===== src/rtl/amc_pkg.sv =====
package amc_pkg;

    localparam int CNT_W = 6;

    typedef enum logic [2:0] {
        PH_IDLE,
        PH_TURN,
        PH_SETUP,
        PH_STROBE,
        PH_HOLD
    } phase_e;

    // Field order matches the configuration word, bit 31 first.
    typedef struct packed {
        logic       sel_strobe;
        logic       wait_en;
        logic [3:0] wr_setup;
        logic [5:0] wr_strobe;
        logic [2:0] wr_hold;
        logic [3:0] rd_setup;
        logic [5:0] rd_strobe;
        logic [2:0] rd_hold;
        logic [1:0] turn;
        logic [1:0] width;
    } timing_t;

    function automatic logic [CNT_W-1:0] setup_len(timing_t t, logic wr);
        return wr ? CNT_W'(t.wr_setup) : CNT_W'(t.rd_setup);
    endfunction

    function automatic logic [CNT_W-1:0] strobe_len(timing_t t, logic wr);
        return wr ? CNT_W'(t.wr_strobe) : CNT_W'(t.rd_strobe);
    endfunction

    function automatic logic [CNT_W-1:0] hold_len(timing_t t, logic wr);
        return wr ? CNT_W'(t.wr_hold) : CNT_W'(t.rd_hold);
    endfunction

endpackage


===== src/rtl/amc_seq.sv =====
module amc_seq
    import amc_pkg::*;
(
    input  logic        clk,
    input  logic        rst,
    input  logic        req_valid,
    input  logic        req_write,
    input  logic [31:0] cfg_word,
    input  logic        mem_wait,
    output logic        req_ready,
    output logic        accept,
    output phase_e      phase,
    output logic        sel_strobe,
    output logic [1:0]  width,
    output logic        is_write,
    output logic        capture,
    output logic        done
);

    phase_e             st_q, st_d;
    logic [CNT_W-1:0]   cnt_q, cnt_d;
    timing_t            tcfg_q;
    timing_t            req_t;
    logic               wr_q, have_prev_q, done_q;
    logic               cnt_zero, stall, dir_flip;

    assign req_t     = timing_t'(cfg_word);
    assign req_ready = (st_q == PH_IDLE);
    assign accept    = req_valid && req_ready;
    assign cnt_zero  = (cnt_q == '0);
    assign stall     = (st_q == PH_STROBE) && tcfg_q.wait_en && mem_wait;
    assign dir_flip  = have_prev_q && (wr_q != req_write);

    always_comb begin
        st_d  = st_q;
        cnt_d = cnt_q;
        case (st_q)
            PH_IDLE: begin
                if (accept) begin
                    if (dir_flip) begin
                        st_d  = PH_TURN;
                        cnt_d = CNT_W'(req_t.turn);
                    end else begin
                        st_d  = PH_SETUP;
                        cnt_d = setup_len(req_t, req_write);
                    end
                end
            end
            PH_TURN: begin
                if (cnt_zero) begin
                    st_d  = PH_SETUP;
                    cnt_d = setup_len(tcfg_q, wr_q);
                end else begin
                    cnt_d = cnt_q - 1'b1;
                end
            end
            PH_SETUP: begin
                if (cnt_zero) begin
                    st_d  = PH_STROBE;
                    cnt_d = strobe_len(tcfg_q, wr_q);
                end else begin
                    cnt_d = cnt_q - 1'b1;
                end
            end
            PH_STROBE: begin
                if (cnt_zero && !stall) begin
                    st_d  = PH_HOLD;
                    cnt_d = hold_len(tcfg_q, wr_q);
                end else if (!cnt_zero) begin
                    cnt_d = cnt_q - 1'b1;
                end
            end
            PH_HOLD: begin
                if (cnt_zero) begin
                    st_d = PH_IDLE;
                end else begin
                    cnt_d = cnt_q - 1'b1;
                end
            end
            default: st_d = PH_IDLE;
        endcase
    end

    always_ff @(posedge clk) begin
        if (rst) begin
            st_q        <= PH_IDLE;
            cnt_q       <= '0;
            tcfg_q      <= '0;
            wr_q        <= 1'b0;
            have_prev_q <= 1'b0;
            done_q      <= 1'b0;
        end else begin
            st_q   <= st_d;
            cnt_q  <= cnt_d;
            done_q <= (st_q == PH_HOLD) && cnt_zero;
            if (accept) begin
                tcfg_q      <= req_t;
                wr_q        <= req_write;
                have_prev_q <= 1'b1;
            end
        end
    end

    assign phase      = st_q;
    assign sel_strobe = tcfg_q.sel_strobe;
    assign width      = tcfg_q.width;
    assign is_write   = wr_q;
    assign capture    = (st_q == PH_STROBE) && cnt_zero && !stall && !wr_q;
    assign done       = done_q;

    // completion is a single pulse that follows the hold phase
    a_r9_done_single: assert property (@(posedge clk) disable iff (rst)
        done_q |=> !done_q);
    a_r9_done_after_hold: assert property (@(posedge clk) disable iff (rst)
        done_q |-> $past(st_q) == PH_HOLD);
    // a phase cannot end before its counter has run out
    a_r3_count_holds_phase: assert property (@(posedge clk) disable iff (rst)
        (st_q != PH_IDLE && !cnt_zero) |=> st_q == $past(st_q));
    // an enabled, asserted wait keeps the strobe phase open
    a_r10_wait_stretches: assert property (@(posedge clk) disable iff (rst)
        (st_q == PH_STROBE && tcfg_q.wait_en && mem_wait) |=> st_q == PH_STROBE);

endmodule


===== src/rtl/amc_pins.sv =====
module amc_pins
    import amc_pkg::*;
#(
    parameter int ADDR_W = 20,
    parameter int DATA_W = 16
) (
    input  logic              clk,
    input  logic              rst,
    input  logic              accept,
    input  logic [ADDR_W-1:0] req_addr,
    input  logic [DATA_W-1:0] req_wdata,
    input  phase_e            phase,
    input  logic              sel_strobe,
    input  logic [1:0]        width,
    input  logic              is_write,
    input  logic              capture,
    input  logic [DATA_W-1:0] mem_din,
    output logic              mem_ce_n,
    output logic              mem_oe_n,
    output logic              mem_we_n,
    output logic [ADDR_W-1:0] mem_addr,
    output logic [DATA_W-1:0] mem_dout,
    output logic              mem_dout_en,
    output logic [DATA_W-1:0] rsp_rdata
);

    logic [ADDR_W-1:0] addr_q;
    logic [DATA_W-1:0] wdata_q, rdata_q, lane_mask;
    logic              active, strobe;

    generate
        if (DATA_W > 8) begin : g_wide
            assign lane_mask = (width == 2'd0) ? DATA_W'(8'hFF) : '1;
        end else begin : g_narrow
            logic unused_width;
            assign unused_width = ^width;
            assign lane_mask    = '1;
        end
    endgenerate

    assign active = (phase == PH_SETUP) || (phase == PH_STROBE) || (phase == PH_HOLD);
    assign strobe = (phase == PH_STROBE);

    assign mem_ce_n    = sel_strobe ? !strobe : !active;
    assign mem_oe_n    = !(strobe && !is_write);
    assign mem_we_n    = !(strobe && is_write);
    assign mem_dout_en = active && is_write;
    assign mem_addr    = addr_q;
    assign mem_dout    = wdata_q & lane_mask;
    assign rsp_rdata   = rdata_q;

    always_ff @(posedge clk) begin
        if (rst) begin
            addr_q  <= '0;
            wdata_q <= '0;
            rdata_q <= '0;
        end else begin
            if (accept) begin
                addr_q  <= req_addr;
                wdata_q <= req_wdata;
            end
            if (capture) begin
                rdata_q <= mem_din & lane_mask;
            end
        end
    end

    // the two strobes are mutually exclusive
    a_r6_one_strobe: assert property (@(posedge clk) disable iff (rst)
        !(!mem_oe_n && !mem_we_n));
    // chip enable covers every strobe in both styles
    a_r5_ce_covers_strobe: assert property (@(posedge clk) disable iff (rst)
        (!mem_oe_n || !mem_we_n) |-> !mem_ce_n);
    // read capture happens while the output enable is low
    a_r8_capture_in_strobe: assert property (@(posedge clk) disable iff (rst)
        capture |-> !mem_oe_n);
    // data pins are never driven while the device drives them
    a_r7_no_drive_on_read: assert property (@(posedge clk) disable iff (rst)
        mem_dout_en |-> mem_oe_n);

endmodule


===== src/rtl/amc_ctrl.sv =====
module amc_ctrl
    import amc_pkg::*;
#(
    parameter int ADDR_W = 20,
    parameter int DATA_W = 16
) (
    input  logic              clk,
    input  logic              rst,
    input  logic              req_valid,
    output logic              req_ready,
    input  logic              req_write,
    input  logic [ADDR_W-1:0] req_addr,
    input  logic [DATA_W-1:0] req_wdata,
    input  logic [31:0]       cfg_word,
    output logic              rsp_done,
    output logic [DATA_W-1:0] rsp_rdata,
    output logic              mem_ce_n,
    output logic              mem_oe_n,
    output logic              mem_we_n,
    output logic [ADDR_W-1:0] mem_addr,
    output logic [DATA_W-1:0] mem_dout,
    output logic              mem_dout_en,
    input  logic [DATA_W-1:0] mem_din,
    input  logic              mem_wait
);

    logic       accept, sel_strobe, is_write, capture;
    logic [1:0] width;
    phase_e     phase;

    amc_seq u_seq (
        .clk        (clk),
        .rst        (rst),
        .req_valid  (req_valid),
        .req_write  (req_write),
        .cfg_word   (cfg_word),
        .mem_wait   (mem_wait),
        .req_ready  (req_ready),
        .accept     (accept),
        .phase      (phase),
        .sel_strobe (sel_strobe),
        .width      (width),
        .is_write   (is_write),
        .capture    (capture),
        .done       (rsp_done)
    );

    amc_pins #(
        .ADDR_W (ADDR_W),
        .DATA_W (DATA_W)
    ) u_pins (
        .clk         (clk),
        .rst         (rst),
        .accept      (accept),
        .req_addr    (req_addr),
        .req_wdata   (req_wdata),
        .phase       (phase),
        .sel_strobe  (sel_strobe),
        .width       (width),
        .is_write    (is_write),
        .capture     (capture),
        .mem_din     (mem_din),
        .mem_ce_n    (mem_ce_n),
        .mem_oe_n    (mem_oe_n),
        .mem_we_n    (mem_we_n),
        .mem_addr    (mem_addr),
        .mem_dout    (mem_dout),
        .mem_dout_en (mem_dout_en),
        .rsp_rdata   (rsp_rdata)
    );

endmodule


===== config.mk =====
export PLATFORM = sky130hd
export DESIGN_NAME = amc_ctrl
export DESIGN_NICKNAME = d
export VERILOG_FILES = /design/src/rtl/amc_pkg.sv /design/src/rtl/amc_seq.sv /design/src/rtl/amc_pins.sv /design/src/rtl/amc_ctrl.sv
export SDC_FILE = /design/constraint.sdc
export NUM_CORES = 1
export LEC_CHECK = 0
export ABC_AREA = 1
export BUFFER_PORTS_ARGS = -buffer_cell sky130_fd_sc_hd__buf_2
export CORE_UTILIZATION = 50
export CTS_CLUSTER_DIAMETER = 40
export DETAILED_ROUTE_END_ITERATION = 6
export PLACE_DENSITY = 0.76
export SYNTH_ARGS = -nofsm -noshare
export SYNTH_HDL_FRONTEND = slang
export SYNTH_SLANG_ARGS = --single-unit

===== constraint.sdc =====
create_clock -name clk -period 2.2 [get_ports clk]
set_clock_uncertainty 0.2 [all_clocks]
set_input_delay 0.22 -clock clk [delete_from_list [all_inputs] [get_ports clk]]
set_output_delay 0.22 -clock clk [all_outputs]
set_load 0.01 [all_outputs]

# After elaboration in Yosys (flattened, before gate mapping)
# Cells that the tools add are included.
# word_totals
register_bits	94
in_bits	89
output_inout_bits	58
word_cells	76
# classes
n_addsub	1
n_eq_ne	10
n_mux	20
n_bitwise	2
n_reduce_logical	26
# op_table
op	n
2-to-1 mux 6 bit	7
AND 16 bit	2
one-hot mux 6 bit (5 select lines)	1
2-to-1 mux 3 bit	6
2-to-1 mux 16 bit	1
one-hot mux 3 bit (5 select lines)	1
logical AND 1 bit	12
2-to-1 mux 4 bit	2
!= test 2 bit (second input constant)	4
equality test 3 x 2 -> 1 bit (second input constant)	2
logical NOT 1 bit	6
logical NOT 6 bit	1
subtractor 6 x 1 -> 6 bit (second input constant)	1
AND reduction 5 bit	1
nonzero test 5 bit	1
equality test 3 x 1 -> 1 bit (second input constant)	1
equality test 3 bit (second input constant)	1
logical NOT 3 bit	1
logical NOT 2 bit	1
logical OR 1 bit	2
2-to-1 mux 2 bit	1
!= test 2 x 1 -> 1 bit (second input constant)	1
AND reduction 2 bit	1
2-to-1 mux 1 bit	1
!= test 1 bit	1

# Logic depth before layout (Yosys ltp)
# depth
ltp_word	7
mapped_depth	11
depth_no_buf	10

# Modules after synthesis
# Synthesis repeated with hierarchy kept, for this count alone.
# unflattened
hier_cells	575
area_unflattened_um2	4236.6
# modules_own_cells
mod	instances	cells_per_inst	area_each_um2	seq_area_each_um2
amc_seq	1	320	2203.4	840.8
amc_pins	1	255	2033.2	1041.0

# Least setup slack after synthesis
# OpenSTA, ideal clock, no wires.
# synth_timing
path_type	register to register
from	register u_seq.cnt_q[0]
to	register u_pins.rdata_q[12], in the netlist u_pins.rsp_rdata[12]
setup_ns	0.133
arrival_time_ns	1.389
required_ns	1.867
path_slack_ns	0.478
stages_incl_launch_ff	11
path_buffers	1
cell_sequence	dfxtp_1 > inv_1 > ha_1 > nand2_1 > nor2_4 > nand2_2 > inv_2 > nand3_4 > buf_6 > a21oi_1 > nor3_2
# synth_between
elab_chain_cells	4
# synth_rtl
element	line	rtl
start, declared	amc_seq.sv:21	logic [CNT_W-1:0] cnt_q, cnt_d;
start signal, assigned	amc_seq.sv:94	cnt_q <= cnt_d;
logical NOT 6 bit	amc_seq.sv:30	assign cnt_zero = (cnt_q == '0);
logical AND 1 bit (3 in series)	amc_seq.sv:108	assign capture = (st_q == PH_STROBE) && cnt_zero && !stall && !wr_q;
end signal, assigned	amc_pins.sv:63	rdata_q <= mem_din & lane_mask;
end, declared	amc_pins.sv:28	logic [DATA_W-1:0] wdata_q, rdata_q, lane_mask;
# Every way passes these cells.
# A chain may end at the register's enable or synchronous reset.

# Worst setup path in the final report
# layout_timing
from	register u_seq.st_q[0], in the netlist u_seq.phase[0]
to	output mem_dout_en
# layout_between
elab_chain_cells	4
elab_cells_between_ends	6
cone_classes	eq/ne: 3; reduce/logical: 3
# layout_rtl
element	line	rtl
start, declared	amc_seq.sv:20	phase_e st_q, st_d;
start signal, assigned	amc_seq.sv:93	st_q <= st_d;
equality test 3 x 2 -> 1 bit	amc_pins.sv:41	assign active = (phase == PH_SETUP) || (phase == PH_STROBE) || (phase == PH_HOLD);
logical OR 1 bit	amc_pins.sv:41	
logical OR 1 bit (*)	amc_pins.sv:41	
logical AND 1 bit (*)	amc_pins.sv:47	assign mem_dout_en = active && is_write;
end, declared	amc_ctrl.sv:22	output logic mem_dout_en,
# Every way passes the cells marked *; elsewhere a longest branch is shown, timed or not.

==> reports/qor.yml <==
run_status:
  status: "complete, no violations"
synthesis:
  syn_nets: 694
  ys_async_sr_fraction: 0
  muxShareOfSynthArea: 0
  synthFlopType: "dfxtp_1"
  synth_top_cell_by_area: "dfxtp_1"
  synth-edff-count: 0
  synthXorXnorAreaFrac: 0.00204
  synthSimpleGateAreaFrac: 0.254
  synth_area_leaders: "dfxtp_1 (44%), nor2_1 (9.9%), o21ai_0 (8.4%)"
  synth_cell_type_count: 30
  netlist_area_um2: 4280
  synth_top_family_by_area: "simple AND/OR/NAND/NOR gates"
  synth_seq_area_share: 0.439
  synth_top_cell_area_share: 0.439
  synthAdderAreaFrac: 0.00584
  avgSynthCellArea_um2: 7.10
  ys_ff_latch: 94
  synth-compound-area-share: 0.179
  syn_inst: 603
  yosysWarningCount: 0
pwr:
  power_density_nw_per_um2: 1050
  p_leak_nw: 2.90
  share_comb_of_total_power: 0.457
  ir_worst_vdd_v: 0.000558
  p_int_mw: 3.64
  p_sw_frac: 0.426
  switchingPower_mw: 2.70
  p_clk_frac: 0.166
  pwr-share-seq: 0.377
clock_network:
  cts_setup_buffers: 0
  root_buffer: "clkbuf_8"
  htree_levels: 3
  clkSinkCount: 94
  clkTransAtPathRegs_ps: 90
  cts_made_buffers: 9
  clock_path_buffers: 2
  cts_tree: "done"
  insertion_delay_ps: 350
sta:
  slew_viol_final: 0
  layout_setup_ws_ps: 186
  slew_headroom: 0.666
  finalHoldViolCount: 0
  fin_crit_sh: 0.916
  setup_viol: 0
  finalCriticalPeriod_ps: 2010
  worstMarginPinSlew_ps: 495
  final.setup.tns_ps: 0
  timing.fmax_mhz: 496
  rsz0062_at_grt: "false"
layout:
  seqCellArea_um2: 1880
  final_layout_size_suffix_gt1_frac: 0.243
  antenna_cells: 0
  layout.cells.non_filler: 923
  fin_nets: 904
  fin_area_um2: 6030
  multi_input_area_um2: 1910
  synthToLayoutAreaGrowth_pct: 40.7
  fillers: 628
grt:
  antenna_found_initial: 0
  grt_max_degree: 55
  grt.overflow.total: 0
  grt_pass1_wl_mm: 20.0
  first_global_vias: 4386
  gr-usage-all-layers: 0.285
critical_path:
  timing.rr.start: "u_seq.is_write$_SDFFE_PP0P_"
  start_kind: "flop"
  max_stage_delay_ps: 460
  r2r_slack_ps: 260
  path_max_fanout: 7
  crit_path_end_kind: "primary output"
  cp.required_ps: 1780
  arrival_ps: 1590
  critPathSlowestCell: "o21ai_0"
  cp_top_family: "compound AO/OA/AOI/OAI gates"
  path_cells: "o21ai_0 > nand2_1 > nor2_1 > buf_2"
  worstSetupPathType: "reg -> out"
  cp.buffers_inverters: 1
  r2r-end: "u_seq.cnt_q[2]$_SDFFE_PP0P_"
  reg2reg_depth: 9
floorplan:
  die_w_um: 94.6
  coreArea_um2: 8260
  fp.dieH_um: 94.6
  initial_core_util: 0.519
  io-pin-count: 147
  rows: 33
  die_area_um2: 8940
detailed_routing:
  firstDrtPassIters: 5
  wl_per_cell_um: 13.8
  drc: 0
  routed_wl_mm: 12.7
  ant_nets: 0
  vias: 4641
  via_per_inst: 5.03
  drt_iter0_drc: 284
placed_design:
  place_congestion: 0.922
  dp_slack_ps: 171
  placedCellCount: 824
  place_area_um2: 5010
  hpwlAfterDp_mm: 7.67
  io_buffers: 146
worst_hold_path:
  min_from: "cfg_word[3]"
  min_to: "u_seq.cnt_q[1]$_SDFFE_PP0P_"
  hp-class: "in -> reg"
  hold_depth: 5
run:
  drv_cap: 0
[power groups by stage]
stage / sequential, mW / clock (mW) / combinational (mW)
after detailed placement: 2.41 / 0 / 2.70
after CTS: 2.38 / 1.07 / 2.82
after global placement: 2.39 / 0 / 2.64
after global routing: 2.43 / 1.14 / 3.23
final: 2.39 / 1.05 / 2.90
after floorplan: 2.42 / 0 / 1.95
[cell usage after synthesis (8+ instances only)]
cell type,count
nand3_1,27
nand2_1,88
o21ai_0,72
clkbuf_1,14
buf_2,8
nor2_1,113
buf_4,10
a21oi_1,41
o21ai_1,20
inv_1,69
nor3_2,8
dfxtp_1,94
[registers in the layout (all words and copies together), names as in the netlist]
| register | count |
|---|---|
| u_seq.phase | 3 |
| u_pins.wdata_q | 16 |
| u_seq.width | 2 |
| u_pins.mem_addr | 20 |
| u_pins.rsp_rdata | 16 |
| u_seq.have_prev_q | 1 |
| u_seq.done | 1 |
| u_seq.sel_strobe | 1 |
| u_seq.tcfg_q | 27 |
| u_seq.cnt_q | 6 |
| u_seq.is_write | 1 |
[worst max path at each step]
stage	startpoint	endpoint	slack, ps	cells after the start
5_1_grt	u_seq.cnt_q[1]$_SDFFE_PP0P_	u_pins.rsp_rdata[11]$_SDFFE_PP0P_	90	10
6_report	u_seq.phase[0]$_SDFFE_PP0P_	mem_dout_en	190	4
3_3_place_gp	u_seq.cnt_q[0]$_SDFFE_PP0P_	u_pins.rsp_rdata[13]$_SDFFE_PP0P_	270	9
4_1_cts	u_seq.cnt_q[1]$_SDFFE_PP0P_	u_pins.rsp_rdata[15]$_SDFFE_PP0P_	160	9
3_5_place_dp	u_seq.cnt_q[0]$_SDFFE_PP0P_	u_pins.rsp_rdata[15]$_SDFFE_PP0P_	170	9
2_1_floorplan	u_seq.cnt_q[0]$_SDFFE_PP0P_	u_pins.rsp_rdata[12]$_SDFFE_PP0P_	480	10
[logic make-up after synthesis]
| kind of cell | Yosys count |
|---|---|
| xor+xnor | 1 |
| fa+ha+maj | 2 |
| compound gates | 146 |
| buf+inv | 112 |
| flops | 94 |
| simple gates | 248 |
[cells in the final DEF (no fill, tap or decap), drive strengths merged]
master       instances
a31oi                4
xnor2                1
a21oi               47
clkinv               2
dlygate4sd3         82
a21boi               1
o2111ai              1
o21bai               1
or2                  1
nand3               29
nand4                1
clkbuf              12
o21ai               92
dfxtp               94
ha                   2
buf                155
nor3                 9
nand2               92
inv                 74
clkinvlp             1
nor2               117
[routing by layer]
layer	part of all wire	GRT usage	vias to the layer above
met4	0.017	0.102	0
li1	-	-	2322
met5	0	0	-
met3	0.062	0.0548	20
met2	0.51	0.514	189
met1	0.41	0.333	2110
[repair_timing]
| item | CTS | global route |
|---|---|---|
| endpoints found under the setup margin | 0 | 5 |
| gates resized for setup | 0 | 1 |
| hold endpoints to repair | 82 | 0 |
| hold buffers | 82 | 0 |
[layout make-up]
class                   count  area share
multi-input cells         398       0.316
flip-flops and latches     94       0.312
inverters                  73      0.0455
clock buffers              12      0.0241
clock inverters             4     0.00498
repair buffers            237       0.275
well taps                 105      0.0218
[metrics by stage]
step | util | power (mW) | hold slack (ps)
after global routing | 0.730 | 6.80 | 76.7
final | 0.730 | 6.34 | 55.3
after CTS | 0.728 | 6.27 | 45.8
after global placement | 0.607 | 5.03 | 229
after detailed placement | 0.607 | 5.10 | 236
after floorplan | - | 4.37 | 155
[worst min-delay path, cell delays in order]
cell and delay, ps:
buf_2 90, nand3_1 70, nand3_1 80, nor2_1 40
nor2_1 70
No activity file was read; power rests on OpenSTA's default activity.
